<file path="src/rtl/irqc_pkg.sv">
package irqc_pkg;
    // log2 of instruction words per vector entry
    localparam int unsigned VEC_SLOT_LOG2 = 3;

    typedef enum logic {
        NEST_BLOCK_ALL   = 1'b0,
        NEST_BLOCK_LOWER = 1'b1
    } nest_mode_e;
endpackage

</file>
<file path="src/rtl/irqc_edge_sync.sv">
module irqc_edge_sync #(
    parameter int unsigned N_PINS = 3
) (
    input  logic              clk,
    input  logic              rst_n,
    input  logic [N_PINS-1:0] pin_i,
    output logic [N_PINS-1:0] rise_o
);
    for (genvar k = 0; k < N_PINS; k++) begin : g_pin
        logic meta_q, sync_q, prev_q;
        always_ff @(posedge clk) begin
            if (!rst_n) begin
                meta_q <= 1'b0;
                sync_q <= 1'b0;
                prev_q <= 1'b0;
            end else begin
                meta_q <= pin_i[k];
                sync_q <= meta_q;
                prev_q <= sync_q;
            end
        end
        assign rise_o[k] = sync_q & ~prev_q;
    end
endmodule

</file>
<file path="src/rtl/irqc_first_set.sv">
module irqc_first_set #(
    parameter int unsigned W = 32,
    localparam int unsigned IW = (W > 1) ? $clog2(W) : 1
) (
    input  logic [W-1:0]  vec_i,
    output logic          found_o,
    output logic [IW-1:0] idx_o
);
    always_comb begin
        found_o = 1'b0;
        idx_o   = '0;
        for (int i = W - 1; i >= 0; i--) begin
            if (vec_i[i]) begin
                found_o = 1'b1;
                idx_o   = IW'(i);
            end
        end
    end
endmodule

</file>
<file path="src/rtl/irq_prio_ctrl.sv">
module irq_prio_ctrl #(
    parameter int unsigned NUM_SRC  = 32,
    parameter int unsigned NUM_EXT  = 3,
    parameter int unsigned EXT_BASE = 9,
    parameter int unsigned AW       = 24,
    localparam int unsigned IDW     = $clog2(NUM_SRC)
) (
    input  logic               clk,
    input  logic               rst_n,
    input  logic [NUM_SRC-1:0] irq_req_i,
    input  logic [NUM_EXT-1:0] ext_irq_i,
    input  logic [NUM_SRC-1:0] src_en_i,
    input  logic               glob_en_i,
    input  logic               nest_mode_i,
    input  logic               ret_i,
    input  logic [AW-1:0]      vec_base_i,
    output logic               take_o,
    output logic [IDW-1:0]     irq_id_o,
    output logic [AW-1:0]      vec_addr_o,
    output logic [NUM_SRC-1:0] pending_o,
    output logic [NUM_SRC-1:0] in_service_o
);
    import irqc_pkg::*;

    typedef struct packed {
        logic [NUM_SRC-1:0] latch;
        logic [NUM_SRC-1:0] isr;
        logic               arm_v;
        logic [IDW-1:0]     arm_id;
        logic               take;
        logic [IDW-1:0]     id;
        logic [AW-1:0]      vec;
    } state_t;

    state_t st_q, st_d;

    logic [NUM_EXT-1:0] ext_rise;
    logic [NUM_SRC-1:0] ext_map, eligible, allow, take_vec, clr_vec;
    logic               sel_v, isr_v;
    logic [IDW-1:0]     sel_id, isr_top;
    nest_mode_e         mode;

    irqc_edge_sync #(.N_PINS(NUM_EXT)) u_sync (
        .clk    (clk),
        .rst_n  (rst_n),
        .pin_i  (ext_irq_i),
        .rise_o (ext_rise)
    );

    irqc_first_set #(.W(NUM_SRC)) u_pick (
        .vec_i   (eligible),
        .found_o (sel_v),
        .idx_o   (sel_id)
    );

    irqc_first_set #(.W(NUM_SRC)) u_top_isr (
        .vec_i   (st_q.isr),
        .found_o (isr_v),
        .idx_o   (isr_top)
    );

    always_comb begin
        mode    = nest_mode_e'(nest_mode_i);
        ext_map = '0;
        for (int k = 0; k < int'(NUM_EXT); k++) begin
            ext_map[EXT_BASE + k] = ext_rise[k];
        end

        // nesting gate: which indices may preempt the current service set
        for (int i = 0; i < int'(NUM_SRC); i++) begin
            if (!isr_v) begin
                allow[i] = 1'b1;
            end else if (mode == NEST_BLOCK_LOWER) begin
                allow[i] = (IDW'(i) < isr_top);
            end else begin
                allow[i] = 1'b0;
            end
        end

        eligible = st_q.latch & src_en_i & {NUM_SRC{glob_en_i}} & allow;

        take_vec = '0;
        if (st_q.arm_v) begin
            take_vec[st_q.arm_id] = 1'b1;
        end
        clr_vec = '0;
        if (ret_i && isr_v) begin
            clr_vec[isr_top] = 1'b1;
        end

        st_d       = st_q;
        st_d.take  = 1'b0;
        st_d.latch = (st_q.latch | ((irq_req_i | ext_map) & ~st_q.isr)) & ~take_vec;
        st_d.isr   = (st_q.isr & ~clr_vec) | take_vec;

        if (st_q.arm_v) begin
            // slot cycle elapsed: commit the armed source
            st_d.arm_v = 1'b0;
            st_d.take  = 1'b1;
            st_d.id    = st_q.arm_id;
            st_d.vec   = vec_base_i + (AW'(st_q.arm_id) << VEC_SLOT_LOG2);
        end else if (sel_v) begin
            st_d.arm_v  = 1'b1;
            st_d.arm_id = sel_id;
        end
    end

    always_ff @(posedge clk) begin
        if (!rst_n) begin
            st_q <= '0;
        end else begin
            st_q <= st_d;
        end
    end

    assign take_o       = st_q.take;
    assign irq_id_o     = st_q.id;
    assign vec_addr_o   = st_q.vec;
    assign pending_o    = st_q.latch;
    assign in_service_o = st_q.isr;
endmodule

</file>
<file path="config.mk">
export PLATFORM = sky130hd
export DESIGN_NAME = irq_prio_ctrl
export DESIGN_NICKNAME = d
export VERILOG_FILES = /design/src/rtl/irqc_pkg.sv /design/src/rtl/irqc_edge_sync.sv /design/src/rtl/irqc_first_set.sv /design/src/rtl/irq_prio_ctrl.sv
export SDC_FILE = /design/constraint.sdc
export NUM_CORES = 1
export LEC_CHECK = 0
export ABC_AREA = 1
export BUFFER_PORTS_ARGS = -buffer_cell sky130_fd_sc_hd__buf_2
export CORE_MARGIN = 3
export CORE_UTILIZATION = 53
export CTS_CLUSTER_DIAMETER = 200
export DETAILED_ROUTE_END_ITERATION = 6
export HOLD_SLACK_MARGIN = 0.03
export PLACE_DENSITY = 0.81
export SKIP_LAST_GASP = 1
export SYNTH_ARGS = -nofsm -noshare
export SYNTH_HDL_FRONTEND = slang
export SYNTH_SLANG_ARGS = --single-unit
</file>
<file path="constraint.sdc">
create_clock -name clk -period 4.17 [get_ports clk]
set_clock_uncertainty 0.2 [all_clocks]
set_input_delay 0.6255 -clock clk [delete_from_list [all_inputs] [get_ports clk]]
set_output_delay 0.6255 -clock clk [all_outputs]
set_load 0.01 [all_outputs]
</file>
==> After elaboration in Yosys (flattened, before gate mapping) <==
Index checks and enable logic that the tools add are counted.
{ "word_totals": {"ff_bits": 109, "latchBits": 0, "ramBits": 0, "romBits": 0, "word_cells": 278, "mem_count": 0} }
{ "classes": {"addsub": 1, "n_mul": 0, "n_div": 0, "magnitude_cmp": 36, "n_eq_ne": 0, "shifts": 0, "mux": 200, "bitwise_logic": 20, "reduce_logical": 5} }
{ "op_table": {"columns": ["cell", "n"], "rows": [
  ["5-bit 2-to-1 mux", 64],
  ["32-bit AND", 6],
  ["1-bit 2-to-1 mux", 130],
  ["32-bit NOT", 3],
  ["5-bit less-than comparator, first input constant", 16],
  ["32-bit 2-to-1 mux", 2],
  ["32-bit bitwise OR", 2],
  ["4-bit by 5-bit less-than comparator with 1-bit output, first input constant", 8],
  ["32-bit by 12-bit bitwise OR with 32-bit output", 1],
  ["30-bit 2-to-1 mux", 1],
  ["24-bit by 8-bit adder with 24-bit output", 1],
  ["3-bit by 5-bit less-than comparator with 1-bit output, first input constant", 4],
  ["5-bit by 6-bit less-than comparator with 1-bit output, second input constant", 2],
  ["1-bit demux with 5-bit select", 2],
  ["5-bit by 1-bit >= comparator with 1-bit output, second input constant", 2],
  ["1-bit by 5-bit less-than comparator with 1-bit output, first input constant", 2],
  ["2-bit by 5-bit less-than comparator with 1-bit output, first input constant", 2],
  ["6-bit 2-to-1 mux", 1],
  ["1-bit NOT", 5],
  ["1-bit AND", 3],
  ["1-bit logical AND", 3],
  ["2-bit AND reduction", 1],
  ["2-bit OR reduction", 1]
]} }

==> Longest topological paths before layout <==
{ "logic_depth": {"word_depth": 69, "ltp_mapped": 56} }

==> Cells and area by module <==
A second synthesis with hierarchy kept.
{ "unflattened": {"cells_unflattened": 1081, "area_unflattened_um2": 6784.0} }
{ "by_module_without_submodules": {"columns": ["mod", "n_inst", "cells_per_inst", "area_per_inst_um2", "seq_area_each_um2"], "rows": [
  ["irq_prio_ctrl", 1, 833, 5616.6, 2001.9],
  ["irqc_first_set", 2, 107, 442.9, 0.0],
  ["irqc_edge_sync", 1, 34, 281.5, 180.2]
]} }

==> Worst setup path before layout <==
OpenSTA, ideal clock, no wires.
{ "synth_path": {"path_kind": "input to register", "start": "input vec_base_i[3]", "end": "register st_q (netlist bit vec_addr_o[23])", "arrival_time_ps": 3157, "t_required_ps": 3856, "slack_ps": 699, "path_stages": 21, "cell_sequence": "ha_1 -> inv_1 -> fa_1 -> o31ai_1 -> inv_1 -> nor2_1 -> o21a_1 -> nand2_1 -> nor2_1 -> nand2_1 -> nor2_1 -> nand2_1 -> nor2_1 -> nand3_1 -> nor2_1 -> nand3_1 -> nor3_1 -> and2_1 -> nand2_1 -> nand3_1 -> nand2_1"} }
{ "synth_between": {"elab_chain_len": 1} }
{ "synth_lines": {"columns": ["element", "line_no", "source"], "rows": [
  ["from (decl)", "irq_prio_ctrl.sv:16", "input logic [AW-1:0] vec_base_i,"],
  ["24-bit by 8-bit adder with 24-bit output", "irq_prio_ctrl.sv:101", "st_d.vec = vec_base_i + (AW'(st_q.arm_id) << VEC_SLOT_LOG2);"],
  ["to (signal assigned)", "irq_prio_ctrl.sv:112", "st_q <= st_d;"],
  ["to (decl)", "irq_prio_ctrl.sv:35", "state_t st_q, st_d;"]
]} }
No other way between the ends.
A chain may end at the register's enable or synchronous reset.

==> Worst setup path after layout <==
{ "layout_path": {"start": "register st_q (netlist bit in_service_o[30])", "end": "register st_q[32] (netlist name)"} }
{ "layout_between": {"elab_chain_len": 68} }
{ "layout_lines": {"columns": ["element", "line_no", "source"], "rows": [
  ["5-bit 2-to-1 mux (31 in series)", "irqc_first_set.sv:13", "if (vec_i[i]) begin"],
  ["5-bit less-than comparator", "irq_prio_ctrl.sv:74", "allow[i] = (IDW'(i) < isr_top);"],
  ["1-bit 2-to-1 mux", "irq_prio_ctrl.sv:73", "end else if (mode == NEST_BLOCK_LOWER) begin"],
  ["1-bit 2-to-1 mux", "irq_prio_ctrl.sv:71", "if (!isr_v) begin"],
  ["32-bit AND *", "irq_prio_ctrl.sv:80", "eligible = st_q.latch & src_en_i & {NUM_SRC{glob_en_i}} & allow;"],
  ["1-bit 2-to-1 mux (32 in series)", "irqc_first_set.sv:13", null],
  ["2-bit AND reduction (no source line)", null, null]
]} }
Mark *: on every way between the ends. The rest lies on a longest branch, timed or not.

==> implementation parameters <==
Parameter                              Value

Status
  Run status ... complete, no violations

Global route
  Most used routing layer ... met2
  Met1 track utilization from global routing ... 40.6%
  Total global-route track usage ... 29.2%
  Global route total overflow ... 0
  Maximum number of pins on one net before global-route repair ... 70
  Vias in the first global route ... 6580
  Met3 Resource Use GR ... 6.51%
  Met2 track demand over resource in global routing ... 45.3%
  Wire length of the first global-routing pass ... 33.1 mm
  Initial antenna violation count ... 0

Detailed routing
  Routed WL ... 21.5 mm
  Starting DRT DRC Count ... 833
  Routed length per placed instance ... 16.1 um
  Number of antenna-violating nets in the routed design ... 0
  Number of search-and-repair iterations in the first detailed-routing pass ... 7
  Via-to-Cell Ratio ... 5.44
  DRC violation count after routing ... 0
  Total vias in the final route ... 7266

Logic synthesis
  Portion of the post-synthesis area used by sequential elements ... 32.3%
  Most used flip-flop cell after synthesis ... sky130_fd_sc_hd__dfxtp_1
  Dominant combinational cell family by area after synthesis ... simple AND/OR/NAND/NOR gates
  Post-synthesis share of cell area spent on xor and xnor gates ... 0%
  Portion of synthesized cell area occupied by the leading cell type ... 32.3%
  Post-Syn Area per Cell ... 6.56 um2
  Fraction of registers with async set/reset ... 0%
  Netlist cell types ... 47
  Portion of netlist area occupied by mux cells ... 0%
  Post-synthesis cell count ... 1029
  YS warnings ... 0
  Post-synthesis share of cell area spent on and, or, nand and nor gates ... 31.1%
  Syn nets ... 1131
  Flops & latches, synth ... 109
  Cell area after synthesis ... 6750 um2
  Cell accounting for the most synthesized area ... sky130_fd_sc_hd__dfxtp_1
  Post-synthesis compound-gate area fraction ... 14.9%
  Post-synth EDFFs ... 0
  Biggest area contributors in the synthesized netlist ... sky130_fd_sc_hd__dfxtp_1, sky130_fd_sc_hd__buf_4, sky130_fd_sc_hd__nand2_1
  Adder-cell share of the synthesized area ... 1.22%

Worst setup path
  Signal arrival time at the worst endpoint ... 4.00 ns
  Type of element capturing the critical path ... flop
  Gate family responsible for the most delay along the worst path ... simple AND/OR/NAND/NOR gates
  Most repeated library cell on the critical path ... sky130_fd_sc_hd__nand2_1
  Critical-path cell with the highest stage delay ... sky130_fd_sc_hd__dfxtp_2
  Critical path buffers and inverters ... 4
  CP peak stage delay ... 0.33 ns
  Number of cells on the worst reg-to-reg path ... 25
  Data required time of the critical path ... 4.19 ns
  Cell depth of the worst setup path ... 25
  Launching element type of the critical path ... flop
  Path type of the worst setup path ... flop to flop
  Largest fanout on the critical path ... 10

Placement
  Number of port buffers ... 189
  Dpl cell area ... 7400 um2
  HPWL Detailed ... 16.5 mm
  Worst slack at placement ... 0.232 ns
  Number of placed instances, taps included ... 1309
  Placer congestion estimate ... 1.10

Finish
  Area taken by flip-flops and latches ... 2190 um2
  Final cell count without fillers ... 1336
  Nets@finish ... 1265
  Fin area ... 7920 um2
  Fraction of final layout cells sized beyond drive strength 1 ... 27.1%
  Multi-input combinational cell area ... 3300 um2
  Antenna Cells ... 0
  Fill count ... 1186
  Area added between synthesis and finish ... 17.2%

STA
  Crit share post-route ... 95.4%
  Final hold vios ... 0
  RSZ-0062 raised after global routing ... yes
  Total count of max-transition violations in the final report ... 0
  Worst-case headroom to the max-slew limit ... 49.3%
  Measured slew at the worst slew-check pin ... 0.760 ns
  Count of final setup violators ... 0
  Post-route minimum period ... 3.98 ns
  Final worst hold slack ... 0.216 ns
  Highest clock frequency the design can meet ... 251 MHz
  Final Worst Setup Slack ... 0.193 ns

Pwr
  Worst ir drop on vdd ... 0.000366 V
  Total chip power ... 4.25 mW
  Power density normalized to cell area ... 537 nW/um2
  Leakage power total ... 3.90 nW

Clocking
  Clock slew at the register clock pins of the worst setup and hold paths ... 0.07 ns
  TritonCTS Sinks ... 109
  Clock root cell ... sky130_fd_sc_hd__clkbuf_16
  Hold buffer count at cts ... 0
  Number of buffers created by CTS ... 9
  Worst-Skew Late Latency ... 0.36 ns
  Maximum buffer depth of the clock tree ... 2
  CTS tree ... built
  Depth of the CTS H-tree ... 3

Hold path
  Hold Path Cell Cnt ... 2
  Worst Hold Class ... flop to flop

Floorplanning
  Placement Rows ... 40
  Area enclosed by the die boundary ... 14100 um2
  Y dimension of the die ... 119 um
  Die width ... 119 um
  Count of pins on the block boundary ... 190
  Core region area ... 12200 um2
  Initial cell density of the core ... 55.3%

Flow run
  Max-capacitance violation count ... 0
per-layer routing:
layer	vias up	wire length (um)
li1	3535	-
met5	-	0
met3	54	2310
met1	3256	9140
met2	421	9500
met4	0	578
layout make-up:
cell class,count,area share (%)
Multi-Input combinational cell,649,41.7
Sequential cell,109,27.6
Timing Repair Buffer,239,16.7
Inverter,155,7.38
Clock buffer,13,3.29
Tap cell,168,2.66
Clock inverter,3,0.553
placed cells by master, fill, tap and decap left out, types with 14 or more instances in the layout:
| cell type | netlist | layout |
|---|---|---|
| sky130_fd_sc_hd__a21oi_1 | 84 | 83 |
| sky130_fd_sc_hd__buf_2 | 1 | 189 |
| sky130_fd_sc_hd__buf_4 | 93 | 49 |
| sky130_fd_sc_hd__dfxtp_1 | 109 | 106 |
| sky130_fd_sc_hd__inv_1 | 141 | 138 |
| sky130_fd_sc_hd__inv_2 | 12 | 14 |
| sky130_fd_sc_hd__nand2_1 | 168 | 163 |
| sky130_fd_sc_hd__nand3_1 | 74 | 72 |
| sky130_fd_sc_hd__nand4_1 | 24 | 24 |
| sky130_fd_sc_hd__nor2_1 | 121 | 113 |
| sky130_fd_sc_hd__nor3_1 | 53 | 52 |
| sky130_fd_sc_hd__o21ai_0 | 59 | 57 |
timing repair:
item,4_1_cts,5_1_grt
setup endpoints to repair,0,4
buffers inserted,0,11
gates resized for setup,0,38
Yosys cell counts, types with 12 or more instances:
| master | n |
|---|---|
| sky130_fd_sc_hd__nand2_1 | 168 |
| sky130_fd_sc_hd__inv_1 | 141 |
| sky130_fd_sc_hd__nor2_1 | 121 |
| sky130_fd_sc_hd__dfxtp_1 | 109 |
| sky130_fd_sc_hd__buf_4 | 93 |
| sky130_fd_sc_hd__a21oi_1 | 84 |
| sky130_fd_sc_hd__nand3_1 | 74 |
| sky130_fd_sc_hd__o21ai_0 | 59 |
| sky130_fd_sc_hd__nor3_1 | 53 |
| sky130_fd_sc_hd__nand4_1 | 24 |
| sky130_fd_sc_hd__clkbuf_1 | 17 |
| sky130_fd_sc_hd__inv_2 | 12 |
logic make-up after synthesis:
logic type | Yosys count
AND/OR/NAND/NOR | 465
flip-flops | 109
adder cells (fa/ha/maj) | 6
AO/OA/AOI/OAI | 178
buffers and inverters | 271
sequential cells by signal (all words and copies together), names as in the netlist:
register and count:
in_service_o 32, irq_id_o 5, pending_o 32, st_q 6, take_o 1, u_sync.g_pin.meta_q 3, u_sync.g_pin.prev_q 3, u_sync.g_pin.sync_q 3
vec_addr_o 24
final timing paths:
check                                             from                      to  slack, ns
worst min register to register  u_sync.g_pin[0].meta_q  u_sync.g_pin[0].sync_q       0.22
worst min-delay path            u_sync.g_pin[0].meta_q  u_sync.g_pin[0].sync_q       0.22
worst max-delay path                  in_service_o[30]                st_q[32]       0.19
worst max register to register        in_service_o[30]                st_q[32]       0.19
where the power goes:
part | internal (mW) | switching, mW | total [mW] | leakage [nW]
registers | 1.18 | 0.112 | 1.29 | 0.898
logic | 0.733 | 1.34 | 2.07 | 2.85
clock network | 0.500 | 0.385 | 0.884 | 0.150
total | 2.41 | 1.84 | 4.25 | 3.90
metrics by stage:
stage	utilization [%]	TNS, ns
final	64.8	0
after global routing	64.8	-0.259
after CTS	63.1	0
after detailed placement	60.6	0
after global placement	60.6	0
after floorplan	-	0
tightest hold or removal path, delay by kind of cell, from the launching register on:
family | cells | cell delay, ns
buf+inv | 1 | 0.04
flops | 1 | 0.31
simple gates | 1 | 0.04
Note: power is estimated with default switching activity, not from simulation.
